--- config.mk ---
export PLATFORM = sky130hd
export DESIGN_NAME = ccr_branch_unit
export DESIGN_NICKNAME = d
export VERILOG_FILES = /design/src/rtl/ccr_pkg.sv /design/src/rtl/ccr_flag_reg.sv /design/src/rtl/ccr_cond_eval.sv /design/src/rtl/ccr_branch_unit.sv
export SDC_FILE = /design/constraint.sdc
export NUM_CORES = 1
export LEC_CHECK = 0
export BUFFER_PORTS_ARGS = -buffer_cell sky130_fd_sc_hd__buf_2
export CORE_UTILIZATION = 25
export CTS_CLUSTER_SIZE = 14
export DETAILED_ROUTE_END_ITERATION = 6
export GPL_TIMING_DRIVEN = 1
export PLACE_DENSITY = 0.55
export SETUP_SLACK_MARGIN = 0.2
export SLEW_MARGIN = 20
export SYNTH_ARGS = -nofsm -noshare
export SYNTH_HDL_FRONTEND = slang
export SYNTH_SLANG_ARGS = --single-unit
--- constraint.sdc ---
create_clock -name clk -period 1.45 [get_ports clk]
set_clock_uncertainty 0.1 [all_clocks]
set_input_delay 0.145 -clock clk [delete_from_list [all_inputs] [get_ports clk]]
set_output_delay 0.145 -clock clk [all_outputs]
set_load 0.005 [all_outputs]
--- src/rtl/ccr_pkg.sv ---
// Package ccr_pkg
// Shared types for the condition code register and the branch evaluator.
// Assumes four flags stored as one vector, indexed by the constants below.
package ccr_pkg;

    localparam int NUM_FLAGS = 4;
    localparam int SEL_W     = 4;

    localparam int FLG_C = 0;
    localparam int FLG_Z = 1;
    localparam int FLG_N = 2;
    localparam int FLG_V = 3;

    typedef logic [NUM_FLAGS-1:0] flag_vec_t;

    typedef enum logic [SEL_W-1:0] {
        COND_CARRY_CLR = 4'd0,
        COND_CARRY_SET = 4'd1,
        COND_EQUAL     = 4'd2,
        COND_NOT_EQUAL = 4'd3,
        COND_MINUS     = 4'd4,
        COND_PLUS      = 4'd5,
        COND_OVF_CLR   = 4'd6,
        COND_OVF_SET   = 4'd7,
        COND_SGE       = 4'd8,
        COND_SGT       = 4'd9,
        COND_UHI       = 4'd10,
        COND_SLE       = 4'd11,
        COND_ULS       = 4'd12,
        COND_SLT       = 4'd13,
        COND_ALWAYS    = 4'd14,
        COND_NEVER     = 4'd15
    } cond_e;

endpackage

--- src/rtl/ccr_flag_reg.sv ---
// Module ccr_flag_reg
// Stores the condition flags. Each bit is a flip-flop that loads on a write
// strobe and clears under a synchronous active-low reset.
// Assumes the flag inputs settle before the rising edge.
module ccr_flag_reg
    import ccr_pkg::*;
#(
    parameter int WIDTH = NUM_FLAGS
) (
    input  logic             clk,
    input  logic             rst_n,
    input  logic             wr_en,
    input  logic [WIDTH-1:0] d_in,
    output logic [WIDTH-1:0] q_out
);

    for (genvar i = 0; i < WIDTH; i++) begin : g_bit
        // One flag bit: clear on reset, load on strobe, else hold.
        always_ff @(posedge clk) begin
            if (!rst_n) begin
                q_out[i] <= 1'b0;
            end else if (wr_en) begin
                q_out[i] <= d_in[i];
            end
        end
    end

endmodule

--- src/rtl/ccr_cond_eval.sv ---
// Module ccr_cond_eval
// Combinational branch decision over the stored flags.
// Assumes the selector uses the cond_e encoding; all 16 codes are defined.
module ccr_cond_eval
    import ccr_pkg::*;
(
    input  flag_vec_t        flags,
    input  logic [SEL_W-1:0] sel,
    output logic             taken
);

    logic c, z, n, v;
    logic sign_ok;

    // Name the individual flags and the signed agreement term.
    always_comb begin
        c       = flags[FLG_C];
        z       = flags[FLG_Z];
        n       = flags[FLG_N];
        v       = flags[FLG_V];
        sign_ok = (n == v);
    end

    // Choose the boolean test for the selected condition.
    always_comb begin
        case (cond_e'(sel))
            COND_CARRY_CLR: taken = !c;
            COND_CARRY_SET: taken = c;
            COND_EQUAL:     taken = z;
            COND_NOT_EQUAL: taken = !z;
            COND_MINUS:     taken = n;
            COND_PLUS:      taken = !n;
            COND_OVF_CLR:   taken = !v;
            COND_OVF_SET:   taken = v;
            COND_SGE:       taken = sign_ok;
            COND_SGT:       taken = sign_ok && !z;
            COND_UHI:       taken = !c && !z;
            COND_SLE:       taken = z || !sign_ok;
            COND_ULS:       taken = c || z;
            COND_SLT:       taken = !sign_ok;
            COND_ALWAYS:    taken = 1'b1;
            default:        taken = 1'b0;
        endcase
    end

endmodule

--- src/rtl/ccr_branch_unit.sv ---
// Module ccr_branch_unit (top)
// Captures the ALU flags under a write strobe and evaluates branch conditions.
// Assumes a synchronous active-low reset and a combinational path from the
// selector to br_taken.
module ccr_branch_unit
    import ccr_pkg::*;
(
    input  logic             clk,
    input  logic             rst_n,
    input  logic             flag_we,
    input  logic             alu_carry,
    input  logic             alu_zero,
    input  logic             alu_neg,
    input  logic             alu_ovf,
    input  logic [SEL_W-1:0] cond_sel,
    output logic             br_taken
);

    flag_vec_t flag_d;
    flag_vec_t flags_q;

    // Pack the ALU flag inputs into the register's bit order.
    always_comb begin
        flag_d        = '0;
        flag_d[FLG_C] = alu_carry;
        flag_d[FLG_Z] = alu_zero;
        flag_d[FLG_N] = alu_neg;
        flag_d[FLG_V] = alu_ovf;
    end

    ccr_flag_reg #(.WIDTH(NUM_FLAGS)) u_reg (
        .clk   (clk),
        .rst_n (rst_n),
        .wr_en (flag_we),
        .d_in  (flag_d),
        .q_out (flags_q)
    );

    ccr_cond_eval u_eval (
        .flags (flags_q),
        .sel   (cond_sel),
        .taken (br_taken)
    );

endmodule

After elaboration in Yosys (flattened, before gate mapping)

Index checks and enable logic that the tools add are counted.

Reduce and logical (&&, ||, !) cells: 10
Eq/ne operators: 15
Multiplexer cells: 1

Operator list:

| cell                                                | count |
|---|---|
| equality test 4 bit, second input constant          | 7 |
| equality test 4 x 3 -> 1 bit, second input constant | 4 |
| one-hot mux 1 bit (15 select lines)                 | 1 |
| equality test 4 x 2 -> 1 bit, second input constant | 2 |
| zero test 1 bit                                     | 5 |
| equality test 4 x 1 -> 1 bit, second input constant | 1 |
| zero test 4 bit                                     | 1 |
| logical AND 1 bit                                   | 2 |
| logical OR 1 bit                                    | 2 |
| equality test 1 bit                                 | 1 |

Bits in registers: 4
Output and inout bits: 1
Word-level logic and storage cells: 30
Bits of input ports: 11

Longest topological paths before layout

Word-level depth: 4
Mapped depth: 5
Depth with buffers taken out: 4

Hierarchy

Synthesis repeated with hierarchy kept, for this count alone.

Cell total of the unflattened synthesis: 43
Area, all modules: 356.6 um2

By module, submodules not included:

| module        | times used | area an instance (um2) | cells an instance | seq. area each (um2) |
|---|---|---|---|---|
| ccr_cond_eval | 1          | 200.2                  | 30                | 0.0 |
| ccr_flag_reg  | 1          | 156.4                  | 13                | 80.1 |

Worst setup path after synthesis

OpenSTA, ideal clock, no wires.

Path kind: register to output
From: reg u_reg.q_out[2]
To: out br_taken
Path buffers: 0
Slack: 0.076 ns
Data arrival time: 1.129 ns
Cell stages (with the launch flop): 5
Cell sequence: dfxtp_1 nor2b_1 or4_1 a21o_1 nand4_1

Longest elaborated chain between the ends: 4
Elaborated cells between the ends (all ways): 6

Ends and longest elaborated chain:

| what                                  | RTL line                                 | source |
|---|---|---|
| start: declaration                    | ccr_flag_reg.sv:14                       | `output logic [WIDTH-1:0] q_out` |
| start signal: indexed assignment      | ccr_flag_reg.sv:23                       | `q_out[i] <= d_in[i];` |
| equality test 1 bit                   | ccr_cond_eval.sv:21                      | `sign_ok = (n == v);` |
| zero test 1 bit                       | ccr_cond_eval.sv:38, ccr_cond_eval.sv:40 |  |
| logical OR 1 bit                      | ccr_cond_eval.sv:38                      | `COND_SLE: taken = z \|\| !sign_ok;` |
| one-hot mux 1 bit (15 select lines) * | ccr_cond_eval.sv:26                      | `case (cond_e'(sel))` |
| end: declaration                      | ccr_branch_unit.sv:16                    | `output logic br_taken` |

Every way passes the cells marked *; elsewhere a longest branch is shown, timed or not.

Worst setup path after layout

Ends and elaborated chain as after synthesis.

==> out/qor.yml <==
drt:
  drt-initial-drc-count: 8
  ant_nets: 0
  vias: 368
  via_per_inst: 4.78
  drc: 0
  dr.pass1.iters: 4
  avgRoutedWirePerCell_um: 9.91
  wl_um: 763
grt:
  antenna_found_initial: 0
  grt_start_max_net_pins: 12
  gr-usage-met1_pct: 14.2
  top_usage_layer: "met2"
  grt_pass1_vias: 328
  grt_overflow_total: 0
  grt_pass1_wl_mm: 1.22
  gr-usage-met3_pct: 1.70
  gr-usage-met2_pct: 18.9
  track_usage_pct: 11.4
worst_setup_path:
  timing.rr.start: "u_reg.q_out[1]"
  slowest_delay_ns: 0.46
  critPathKind: "flip-flop to output port"
  slowest_stage: "or4_1"
  crit_arrival_ns: 1.42
  worstReg2RegEnd: "u_reg.q_out[1]"
  cp_cell_sequence: "nor2b_1, or4_1, a21o_1, nand4_1, buf_2"
  rrSetupSlack_ns: 0.55
  cp-start-kind: "flip-flop"
  required_ns: 1.21
  critPathCaptureType: "output port"
  rr_worst_depth: 3
  cp_max_fo: 4
logic_synthesis:
  synth_cell_types: 23
  seq_area_frac_synth_pct: 22.8
  muxShareOfSynthArea_pct: 14.2
  synth_fa_ha_area_share_pct: 0
  yosysTopAreaCellShare_pct: 22.8
  synth_seq_cells: 4
  yosysTopAreaCell: "dfxtp_1"
  synth_top_family_by_area: "simple AND/OR/NAND/NOR gates"
  synth_area_um2: 352
  postSynthAreaPerCell_um2: 8.18
  synth_compound_area_share_pct: 17.4
  synth_xor_area_share_pct: 7.47
  syn_inst: 43
  ys_warn_count: 0
  synth_simple_gate_area_share_pct: 34.2
  ys_top_cells_by_area: "dfxtp_1, mux2i_1, nor2b_1"
  synth_nets: 54
sta:
  setup_viol: 1
  rsz0062_at_grt: "yes"
  hold_violations: 0
  worst_slack_ns: -0.217
  drv_slew: 0
  hold-worst-slack_ns: 0.0676
  tightest_slew_ns: 0.265
  slew-limit-headroom_pct: 82.1
  period_share_pct: 115
  maxClockFrequency_mhz: 600
  fin_crit_ns: 1.67
layout:
  layout-drive-gt1-share_pct: 38.7
  fin_cells: 77
  biggestRegsByFlops: "u_reg.q_out x4"
  syn2layout_area_growth_pct: 40.9
  top_register: "u_reg.q_out"
  diodes: 0
  largest_reg_flops: 4
  fin_util_pct: 38.1
  final_nets: 75
clocking:
  cts_resized: 0
  clk_latency_ns: 0.22
  post-cts-setup-buffer-count: 0
  htree_num_levels: 1
  holdBufCountCts: 0
  cts_buffers: 3
  clock_path_buffers: 2
  cts-root-buf: "clkbuf_4"
  cts_sinks: 4
  clkTransAtPathRegs_ns: 0.04
  cts_tree: "yes"
pwr:
  pwr-share-seq_pct: 34.8
  switchingPower_w: 0.0000873
  total_leakage_power_nw: 0.234
  ir_drop_mv: 0.253
  swShare_pct: 24.7
  power_density_mw_per_mm2: 714
  p_comb_share_pct: 28.3
  finalPower_w: 0.000354
  clkPwrFrac_pct: 36.9
  p_int_w: 0.000267
floorplan:
  die_area_mm2: 0.00156
  start_util_pct: 27.0
  coreArea_mm2: 0.00130
  die_y_um: 39.5
  ios: 12
  rows: 13
  fp.dieW_um: 39.5
place:
  port_buffers: 11
  gp_congestion: 0.706
  dp.cells: 74
  place_ws_ns: 0.0142
  place_hpwl_um: 637
min_path:
  min-delay-start: "rst_n"
  holdPathStages: 2
  hp-class: "input port to flip-flop"
  hold_end: "u_reg.q_out[0]"
flow_run:
  cap_violations: 0
status:
  violations: "negative setup slack"
  outcome: "finished, violations left"
power by group through the flow:
stage,clock network [W],logic [W],registers (W)
5_1_grt,0.000147,0.000113,0.000124
3_3_place_gp,0,0.000100,0.000125
6_report,0.000131,0.000100,0.000123
3_5_place_dp,0,0.000101,0.000125
4_1_cts,0.000135,0.000102,0.000123
2_1_floorplan,0,0.0000540,0.000126
cells in the mapped netlist:
| master | instances |
|---|---|
| o211ai_1 | 1 |
| nor2_1 | 1 |
| and3b_1 | 2 |
| nand2_1 | 3 |
| nand4b_1 | 2 |
| nor2b_1 | 6 |
| o31ai_1 | 1 |
| nand2b_1 | 1 |
| nand4_1 | 1 |
| nor3_1 | 1 |
| and2b_1 | 1 |
| buf_2 | 2 |
| o31a_2 | 1 |
| dfxtp_1 | 4 |
| xor2_1 | 2 |
| or4_1 | 1 |
| clkbuf_1 | 1 |
| o311ai_0 | 1 |
| mux2i_1 | 5 |
| xnor2_1 | 1 |
| a21o_1 | 1 |
| a21oi_1 | 2 |
| o21ai_0 | 2 |
per-layer routing:
layer / wire length, um / share of wire (%) / vias up
met5: 0 / 0 / -
met1: 352 / 46 / 156
li1: - / - / 197
met3: 49 / 6.4 / 0
met2: 362 / 47 / 15
met4: 0 / 0 / 0
worst max-delay path, delay by kind of cell, from the launching register on:
kind / cells / cell delay (ns)
buffers and inverters: 1 / 0.11
AO/OA/AOI/OAI: 1 / 0.17
AND/OR/NAND/NOR: 3 / 0.58
flip-flops: 1 / 0.34
placed cells by master, fill, tap and decap left out:
cell type and count:
xnor2_1 1, and2b_1 1, xor2_1 2, a21oi_1 2, o31a_2 1, dfxtp_2 1, a21o_1 1, o21ai_0 2
nand4_1 1, or4_1 1, o311ai_1 1, nand2b_1 1, and3b_1 2, buf_2 11, o31ai_1 1, nor2b_1 6
clkbuf_4 3, nor3_1 1, dfxtp_1 3, buf_4 8, nand2_1 3, nand4b_1 2, o211ai_1 1, nor2_1 1
mux2i_1 5
stage by stage:
stage	cell area (um^2)	setup TNS, ns
floorplan	353	0
global placement	473	0
detailed placement	473	0
CTS	495	-0.223
global route	495	-0.283
finish	495	-0.217
logic make-up after synthesis:
kind of cell | Yosys count
flops | 4
simple gates | 19
compound gates | 9
buf+inv | 3
xor+xnor | 3
mux | 5
worst max path at each step:
stage | to | cells past startpoint | from
6_report | br_taken | 5 | u_reg.q_out[2]
3_3_place_gp | br_taken | 6 | cond_sel[2]
3_5_place_dp | br_taken | 6 | cond_sel[2]
2_1_floorplan | br_taken | 4 | u_reg.q_out[2]
5_1_grt | br_taken | 5 | u_reg.q_out[2]
4_1_cts | br_taken | 5 | u_reg.q_out[2]
area by class of cell:
type / count / area (um^2)
fillers: 154 / 806
repair buffers: 19 / 115
clock buffers: 3 / 22.5
flip-flops and latches: 4 / 81.3
multi-input cells: 36 / 258
well taps: 15 / 18.8
Note: power is estimated with default switching activity, not from simulation.
